**src/rtl/tsl_pkg.sv**
```systemverilog
package tsl_pkg;
    typedef enum logic [1:0] {
        SN_IDLE  = 2'd0,
        SN_ARMED = 2'd1,
        SN_HELD  = 2'd2
    } snap_st_e;
endpackage

```
**src/rtl/tsl_chan.sv**
```systemverilog
// One timer's snapshot channel: request arming, tick-aligned capture, release.
module tsl_chan
    import tsl_pkg::*;
#(
    parameter int CNT_W = 16
) (
    input  logic             clk,
    input  logic             rst_n,
    input  logic             tick,
    input  logic             req_set,
    input  logic             lo_rd,
    input  logic [CNT_W-1:0] count_in,
    output logic             rd_bit,
    output logic             held,
    output logic [CNT_W-1:0] snap
);
    typedef struct packed {
        snap_st_e         st;
        logic [CNT_W-1:0] snap;
    } chan_s;

    chan_s cur_q, nxt_d;

    always_comb begin
        nxt_d = cur_q;
        case (cur_q.st)
            SN_IDLE: begin
                if (req_set) nxt_d.st = SN_ARMED;
            end
            SN_ARMED: begin
                // capture on the decrement edge: the pre-decrement value is stable
                if (tick) begin
                    nxt_d.snap = count_in;
                    nxt_d.st   = SN_HELD;
                end
            end
            SN_HELD: begin
                if (lo_rd) nxt_d.st = SN_IDLE;
            end
            default: nxt_d.st = SN_IDLE;
        endcase
    end

    always_ff @(posedge clk or negedge rst_n) begin
        if (!rst_n) begin
            cur_q <= '{st: SN_IDLE, snap: '0};
        end else begin
            cur_q <= nxt_d;
        end
    end

    assign rd_bit = (cur_q.st != SN_IDLE);
    assign held   = (cur_q.st == SN_HELD);
    assign snap   = cur_q.snap;
endmodule

```
**src/rtl/tsl_rdmux.sv**
```systemverilog
// Address decode and byte steering between preset and snapshot.
module tsl_rdmux #(
    parameter int NUM_TIMERS = 2,
    parameter int CNT_W      = 16,
    parameter int ADDR_W     = 5,
    parameter int BASE_ADDR  = 15
) (
    input  logic                        host_rd_en,
    input  logic [ADDR_W-1:0]           host_addr,
    input  logic [NUM_TIMERS*CNT_W-1:0] preset_flat,
    input  logic [NUM_TIMERS*CNT_W-1:0] snap_flat,
    input  logic [NUM_TIMERS-1:0]       held,
    output logic [7:0]                  rd_data,
    output logic [NUM_TIMERS-1:0]       lo_hit
);
    localparam int BYTES = CNT_W / 8;

    always_comb begin
        rd_data = '0;
        for (int t = 0; t < NUM_TIMERS; t++) begin
            for (int b = 0; b < BYTES; b++) begin
                if (host_addr == ADDR_W'(BASE_ADDR + t * BYTES + b)) begin
                    rd_data = held[t] ? snap_flat[t*CNT_W + b*8 +: 8]
                                      : preset_flat[t*CNT_W + b*8 +: 8];
                end
            end
        end
    end

    for (genvar g = 0; g < NUM_TIMERS; g++) begin : g_lo
        assign lo_hit[g] = host_rd_en && (host_addr == ADDR_W'(BASE_ADDR + g * BYTES));
    end
endmodule

```
**src/rtl/timer_snap_latch.sv**
```systemverilog
module timer_snap_latch #(
    parameter int NUM_TIMERS = 2,
    parameter int CNT_W      = 16,
    parameter int ADDR_W     = 5,
    parameter int BASE_ADDR  = 15
) (
    input  logic                        clk,
    input  logic                        rst_n,
    input  logic [NUM_TIMERS-1:0]       cnt_tick,
    input  logic [NUM_TIMERS*CNT_W-1:0] count_in,
    input  logic [NUM_TIMERS*CNT_W-1:0] preset_in,
    input  logic [NUM_TIMERS-1:0]       rd_req_set,
    input  logic                        host_rd_en,
    input  logic [ADDR_W-1:0]           host_addr,
    output logic [7:0]                  host_rd_data,
    output logic [NUM_TIMERS-1:0]       rd_bit
);
    logic [NUM_TIMERS-1:0]       held_w;
    logic [NUM_TIMERS-1:0]       lo_hit_w;
    logic [NUM_TIMERS*CNT_W-1:0] snap_w;

    for (genvar g = 0; g < NUM_TIMERS; g++) begin : g_chan
        tsl_chan #(.CNT_W(CNT_W)) chan_i (
            .clk      (clk),
            .rst_n    (rst_n),
            .tick     (cnt_tick[g]),
            .req_set  (rd_req_set[g]),
            .lo_rd    (lo_hit_w[g]),
            .count_in (count_in[g*CNT_W +: CNT_W]),
            .rd_bit   (rd_bit[g]),
            .held     (held_w[g]),
            .snap     (snap_w[g*CNT_W +: CNT_W])
        );
    end

    tsl_rdmux #(
        .NUM_TIMERS (NUM_TIMERS),
        .CNT_W      (CNT_W),
        .ADDR_W     (ADDR_W),
        .BASE_ADDR  (BASE_ADDR)
    ) mux_i (
        .host_rd_en  (host_rd_en),
        .host_addr   (host_addr),
        .preset_flat (preset_in),
        .snap_flat   (snap_w),
        .held        (held_w),
        .rd_data     (host_rd_data),
        .lo_hit      (lo_hit_w)
    );
endmodule

```
**config.mk**
```make
export PLATFORM = sky130hd
export DESIGN_NAME = timer_snap_latch
export DESIGN_NICKNAME = d
export VERILOG_FILES = /design/src/rtl/tsl_pkg.sv /design/src/rtl/tsl_chan.sv /design/src/rtl/tsl_rdmux.sv /design/src/rtl/timer_snap_latch.sv
export SDC_FILE = /design/constraint.sdc
export NUM_CORES = 1
export LEC_CHECK = 0
export ABC_AREA = 1
export BUFFER_PORTS_ARGS = -buffer_cell sky130_fd_sc_hd__buf_4
export CAP_MARGIN = 10
export CORE_MARGIN = 1.5
export CORE_UTILIZATION = 52
export CTS_CLUSTER_DIAMETER = 40
export DETAILED_ROUTE_END_ITERATION = 8
export GPL_TIMING_DRIVEN = 0
export PLACE_DENSITY = 0.85
export SYNTH_ARGS = -nofsm -noshare
export SYNTH_HDL_FRONTEND = slang
export SYNTH_SLANG_ARGS = --single-unit
```
**constraint.sdc**
```tcl
create_clock -name clk -period 2.4 [get_ports clk]
set_input_delay 0.48 -clock clk [delete_from_list [all_inputs] [get_ports clk]]
set_output_delay 0.48 -clock clk [all_outputs]
set_load 0.03 [all_outputs]
```
* Yosys cells after proc, flatten, opt, wreduce, memory -nomap -nowiden
Cells that the tools add are included.
** Storage, ports and cells
- Bits in registers :: 36
- Bits of input ports :: 76
- Logic and storage cells :: 44
** Operators by class
- Equal/unequal tests :: 14
- Mux-type cells :: 16
- Reduce and logical (&&, ||, !) cells :: 10
** Operators by type and width (count)
- $mux 8 :: 8
- $mux 18 :: 2
- $eq 5x5->1 const B :: 3
- $pmux 2 s3 :: 2
- $mux 2 :: 4
- $ne 2x2->1 const B :: 4
- $reduce_and 3->1 :: 2
- $eq 5x4->1 const B :: 1
- $eq 2x1->1 const B :: 2
- $eq 2x2->1 const B :: 2
- $logic_not 2->1 :: 2
- $ne 2x1->1 const B :: 2
- $reduce_and 2->1 :: 2
- $reduce_bool 2->1 :: 2
- $logic_and 1x1->1 :: 2

* Logic depth before layout (Yosys ltp)
- Depth in word-level cells :: 6
- Mapped depth :: 7

* Modules after synthesis
From an unflattened synthesis, not the netlist that was laid out.
** Second synthesis, totals
- Cell total of the unflattened synthesis :: 362
- Area total of the unflattened synthesis :: 2598.7 um^2
** Modules (own cells, without submodules)
- tsl_chan :: instances 2, cells each 99, area an instance 917.1 um^2
- tsl_rdmux :: instances 1, cells each 164, area an instance 764.5 um^2

* Worst setup path after synthesis
OpenSTA, ideal clock, no wires.
- Path type :: input -> output
- Start :: input host_addr[3]
- End :: output host_rd_data[0]
- Arrival time :: 1.312 ns
- Setup slack :: 0.608 ns
- Stages :: 5
- Path buffers :: 0
- Path through :: nor2_1 nand2_1 nor2_1 nand2_1 nand4_1
** On the way
- Cells in the longest elaborated chain, start to end :: 5
- Elaborated cells on any way between the ends :: 8
** RTL lines
- from (decl) :: line timer_snap_latch.sv:14 : input logic [ADDR_W-1:0] host_addr,
- $eq 5x4->1 :: line tsl_rdmux.sv:22 : if (host_addr == ADDR_W'(BASE_ADDR + t * BYTES + b)) begin
- $mux 8 (3 in a row) :: line tsl_rdmux.sv:22
- $mux 8 * :: line tsl_rdmux.sv:22
- to (decl) :: line timer_snap_latch.sv:15 : output logic [7:0] host_rd_data,
Every way passes the cells marked *; elsewhere a longest branch is shown, timed or not.

* Final worst setup path
- Start :: register g_chan[1].chan_i.cur_q[17] in the netlist's numbering
- End :: output host_rd_data[6]
** On the way
- Cells in the longest elaborated chain, start to end :: 4
- Elaborated cells on any way between the ends :: 5
** RTL lines
- from (decl) :: line tsl_chan.sv:22 : chan_s cur_q, nxt_d;
- from (signal assigned) :: line tsl_chan.sv:46 : cur_q <= '{st: SN_IDLE, snap: '0};
- from (signal assigned) :: line tsl_chan.sv:48 : cur_q <= nxt_d;
- $eq 2x2->1 * :: line tsl_chan.sv:53 : assign held = (cur_q.st == SN_HELD);
- $mux 8 :: line tsl_rdmux.sv:23 : rd_data = held[t] ? snap_flat[t*CNT_W + b*8 +: 8]
- $mux 8 :: line tsl_rdmux.sv:22
- $mux 8 * :: line tsl_rdmux.sv:22
Marked as above.

==> flow_metrics.py <==
metrics = {
    "detailed_routing": {
        "drt_iter0_drc": 110,
        "detail_route.first_pass.iterations": 4,
        "num_vias": 2067,
        "drc": 0,
        "vias_per_cell": 5.246,
        "routed_wl_um": 5684,
        "ant_nets": 0,
        "wl_per_cell_um": 14.43,
    },
    "placement": {
        "gp_congestion": 0.8986,
        "dpl.hpwl_um": 4563,
        "portBuffers": 85,
        "place_inst": 386,
    },
    "grt": {
        "grt_max_degree": 37,
        "grt_pass1_vias": 2018,
        "grt_pass1_wl_um": 8859,
        "track_usage_pct": 25.89,
        "antenna_found_initial": 0,
        "overflow": 0,
    },
    "floorplanning": {
        "core_area_um2": 4000,
        "start_util_pct": 54.46,
        "die_w_um": 67.73,
        "ios": 86,
        "row_count": 23,
        "die_h_um": 67.73,
        "die_area_um2": 4587,
    },
    "synth": {
        "synth_top_cell_by_area": "dfrtp_1",
        "synthMuxAreaShare_pct": 19.64,
        "synthesis.area_um2": 2178,
        "synth_top_cell_area_share_pct": 41.36,
        "synth_seq_cells": 36,
        "synth_area_leaders": "dfrtp_1 41%, nand2_1 20%, mux2_4 12%",
        "postSynthCellCount": 251,
        "synth_fa_ha_area_share_pct": 0,
        "yosys_warnings": 0,
        "synthSimpleGateAreaFrac_pct": 32.45,
        "synth.distinct_cells": 16,
        "synth_xor_area_share_pct": 0,
        "syn-num-nets": 327,
        "syn_area_per_cell_um2": 8.679,
        "synth_top_family_by_area": "simple AND/OR/NAND/NOR gates",
        "synth-compound-area-share_pct": 0.6893,
        "yosysSeqAreaShare_pct": 41.36,
    },
    "pwr": {
        "pwr-share-seq_pct": 36.7,
        "switching_share_pct": 36.94,
        "internal_power_uw": 1905,
        "p_per_area_nw_per_um2": 1016,
        "clock_power_share_pct": 15.0,
        "combPwrFrac_pct": 48.4,
        "ir_drop_mv": 0.6567,
        "p_sw_uw": 1116,
        "p_leak_uw": 0.001606,
    },
    "final_layout": {
        "final_nets": 419,
        "fillers": 316,
        "drive_above_1_share_pct": 42.44,
        "multi_input_area_um2": 1150,
        "final_common_cell": "nand2_1",
        "area_growth_pct": 36.47,
        "antenna-diode-count": 0,
        "instances_no_fill": 394,
        "layout_common_cells": "116 x nand2_1, 90 x buf_4, 36 x dfrtp_1",
        "regArea_um2": 900.9,
    },
    "timing": {
        "slew_headroom_pct": 67.14,
        "finalCritPeriodShare_pct": 87.96,
        "setup_violations": 0,
        "drv_slew": 0,
        "hold_viol_final": 0,
        "tns_ns": 0,
        "fin_skew_ns": 0.004302,
        "finalCriticalPeriod_ns": 2.111,
        "worst_slew_pin_slew_ns": 0.4910,
        "fmax_mhz": 473.7,
        "rsz0062_at_grt": "false",
    },
    "cts": {
        "path_clk_slew_ns": 0.08,
        "post_cts.repair.setup_buffers": 0,
        "ctsHoldBuffers": 0,
        "clock_latency_ns": 0.28,
        "cts_max_level": 2,
        "post_cts_resized": 0,
        "cts_tree": "yes",
        "cts_root_buf": "clkbuf_8",
        "cts_buffer_depth": 2,
        "cts_buffers": 5,
        "cts.sinks": 36,
    },
    "worst_setup_path": {
        "worstPathMaxFanout": 10,
        "end_kind": "primary output",
        "start_kind": "flip-flop",
        "r2r-end": "g_chan[1].chan_i.snap[13]",
        "rrSetupSlack_ns": 1.15,
        "reg2reg_from": "g_chan[1].chan_i.cur_q[17]",
        "cp-endpoint": "host_rd_data[6]",
        "path_class": "reg -> out",
        "reg2reg_depth": 4,
        "startpoint": "g_chan[1].chan_i.cur_q[17]",
        "cp.arrival_ns": 1.63,
        "required_ns": 1.92,
    },
    "flow_run": {
        "maxCapViolCount": 0,
    },
    "outcome": {
        "status": "finished, final reports clean",
    },
    "hold_path": {
        "min_path_type": "in -> async",
    },
}
synthesized netlist by cell type:
master / instances
inv_1: 4
nand3_1: 28
nand2_4: 2
mux2_4: 18
dfrtp_1: 36
nand4_1: 8
buf_6: 4
nor2_2: 2
nor2_1: 3
o31ai_1: 2
inv_2: 4
buf_4: 5
nand3_4: 2
nand2_1: 116
mux2_2: 14
buf_2: 3
power groups by stage:
stage | registers [uW] | clock network [uW] | logic (uW)
6_report | 1110 | 452 | 1460
5_1_grt | 1130 | 485 | 1590
4_1_cts | 1110 | 454 | 1470
3_5_place_dp | 1120 | 0 | 1460
3_3_place_gp | 1090 | 0 | 1410
2_1_floorplan | 1050 | 0 | 1120
kinds of logic after synthesis:
| family | count (synthesis) |
|---|---|
| DFF | 36 |
| AOI/OAI and AO/OA | 2 |
| muxes | 32 |
| and+or+nand+nor | 161 |
| buffers and inverters | 20 |
critical path: stages, from the launching register on:
cell     delay, ns
dfrtp_1       0.39
buf_4         0.18
nand2_4       0.12
buf_6         0.14
nand2_1       0.09
nand2_1       0.07
nand2_1       0.06
nand4_1       0.12
buf_4         0.16
state kept, by name, summed over array words and instances (netlist names):
name                 cells
g_chan.chan_i.snap      32
g_chan.chan_i.cur_q      4
layout make-up:
cell class | instances | share of cell area [%]
clock buffer | 7 | 2.904
sequential | 36 | 30.30
buffer | 12 | 3.283
multi-input combinational | 195 | 38.68
inverter | 8 | 1.010
tap | 50 | 2.104
clock inverter | 1 | 0.2525
timing repair buffer | 85 | 21.46
worst min path at each step:
stage / startpoint / end / cells after the start
finish: rst_n / g_chan[1].chan_i.cur_q[16] / 1
global route: rst_n / g_chan[1].chan_i.snap[6] / 1
CTS: rst_n / g_chan[1].chan_i.snap[7] / 1
detailed placement: rst_n / g_chan[1].chan_i.snap[7] / 1
global placement: rst_n / g_chan[1].chan_i.snap[7] / 1
floorplan: rst_n / g_chan[0].chan_i.cur_q[16] / 0
stage by stage:
step                      cell area (um2)  hold slack, ns  worst slack [ns]  total power [uW]  utilization, %
after detailed placement             2879          0.4554            0.3186              2575           71.97
final                                2973          0.1321            0.2890              3021           74.32
after floorplan                      2178          0.1844            0.6080              2168               -
after global placement               2879          0.4557            0.3551              2506           71.97
after CTS                            2973          0.1498            0.2924              3029           74.32
after global routing                 2973          0.1687            0.1873              3210           74.32
metal layers:
layer / global-route usage, % / share of wire, % / vias to the layer above
met5: 0 / 0 / -
met4: 8.418 / 1.6 / 0
met3: 5.667 / 6.9 / 12
met2: 45.96 / 51 / 78
met1: 30.83 / 40 / 973
li1: - / - / 1004
(Power assumes the default switching activity.)
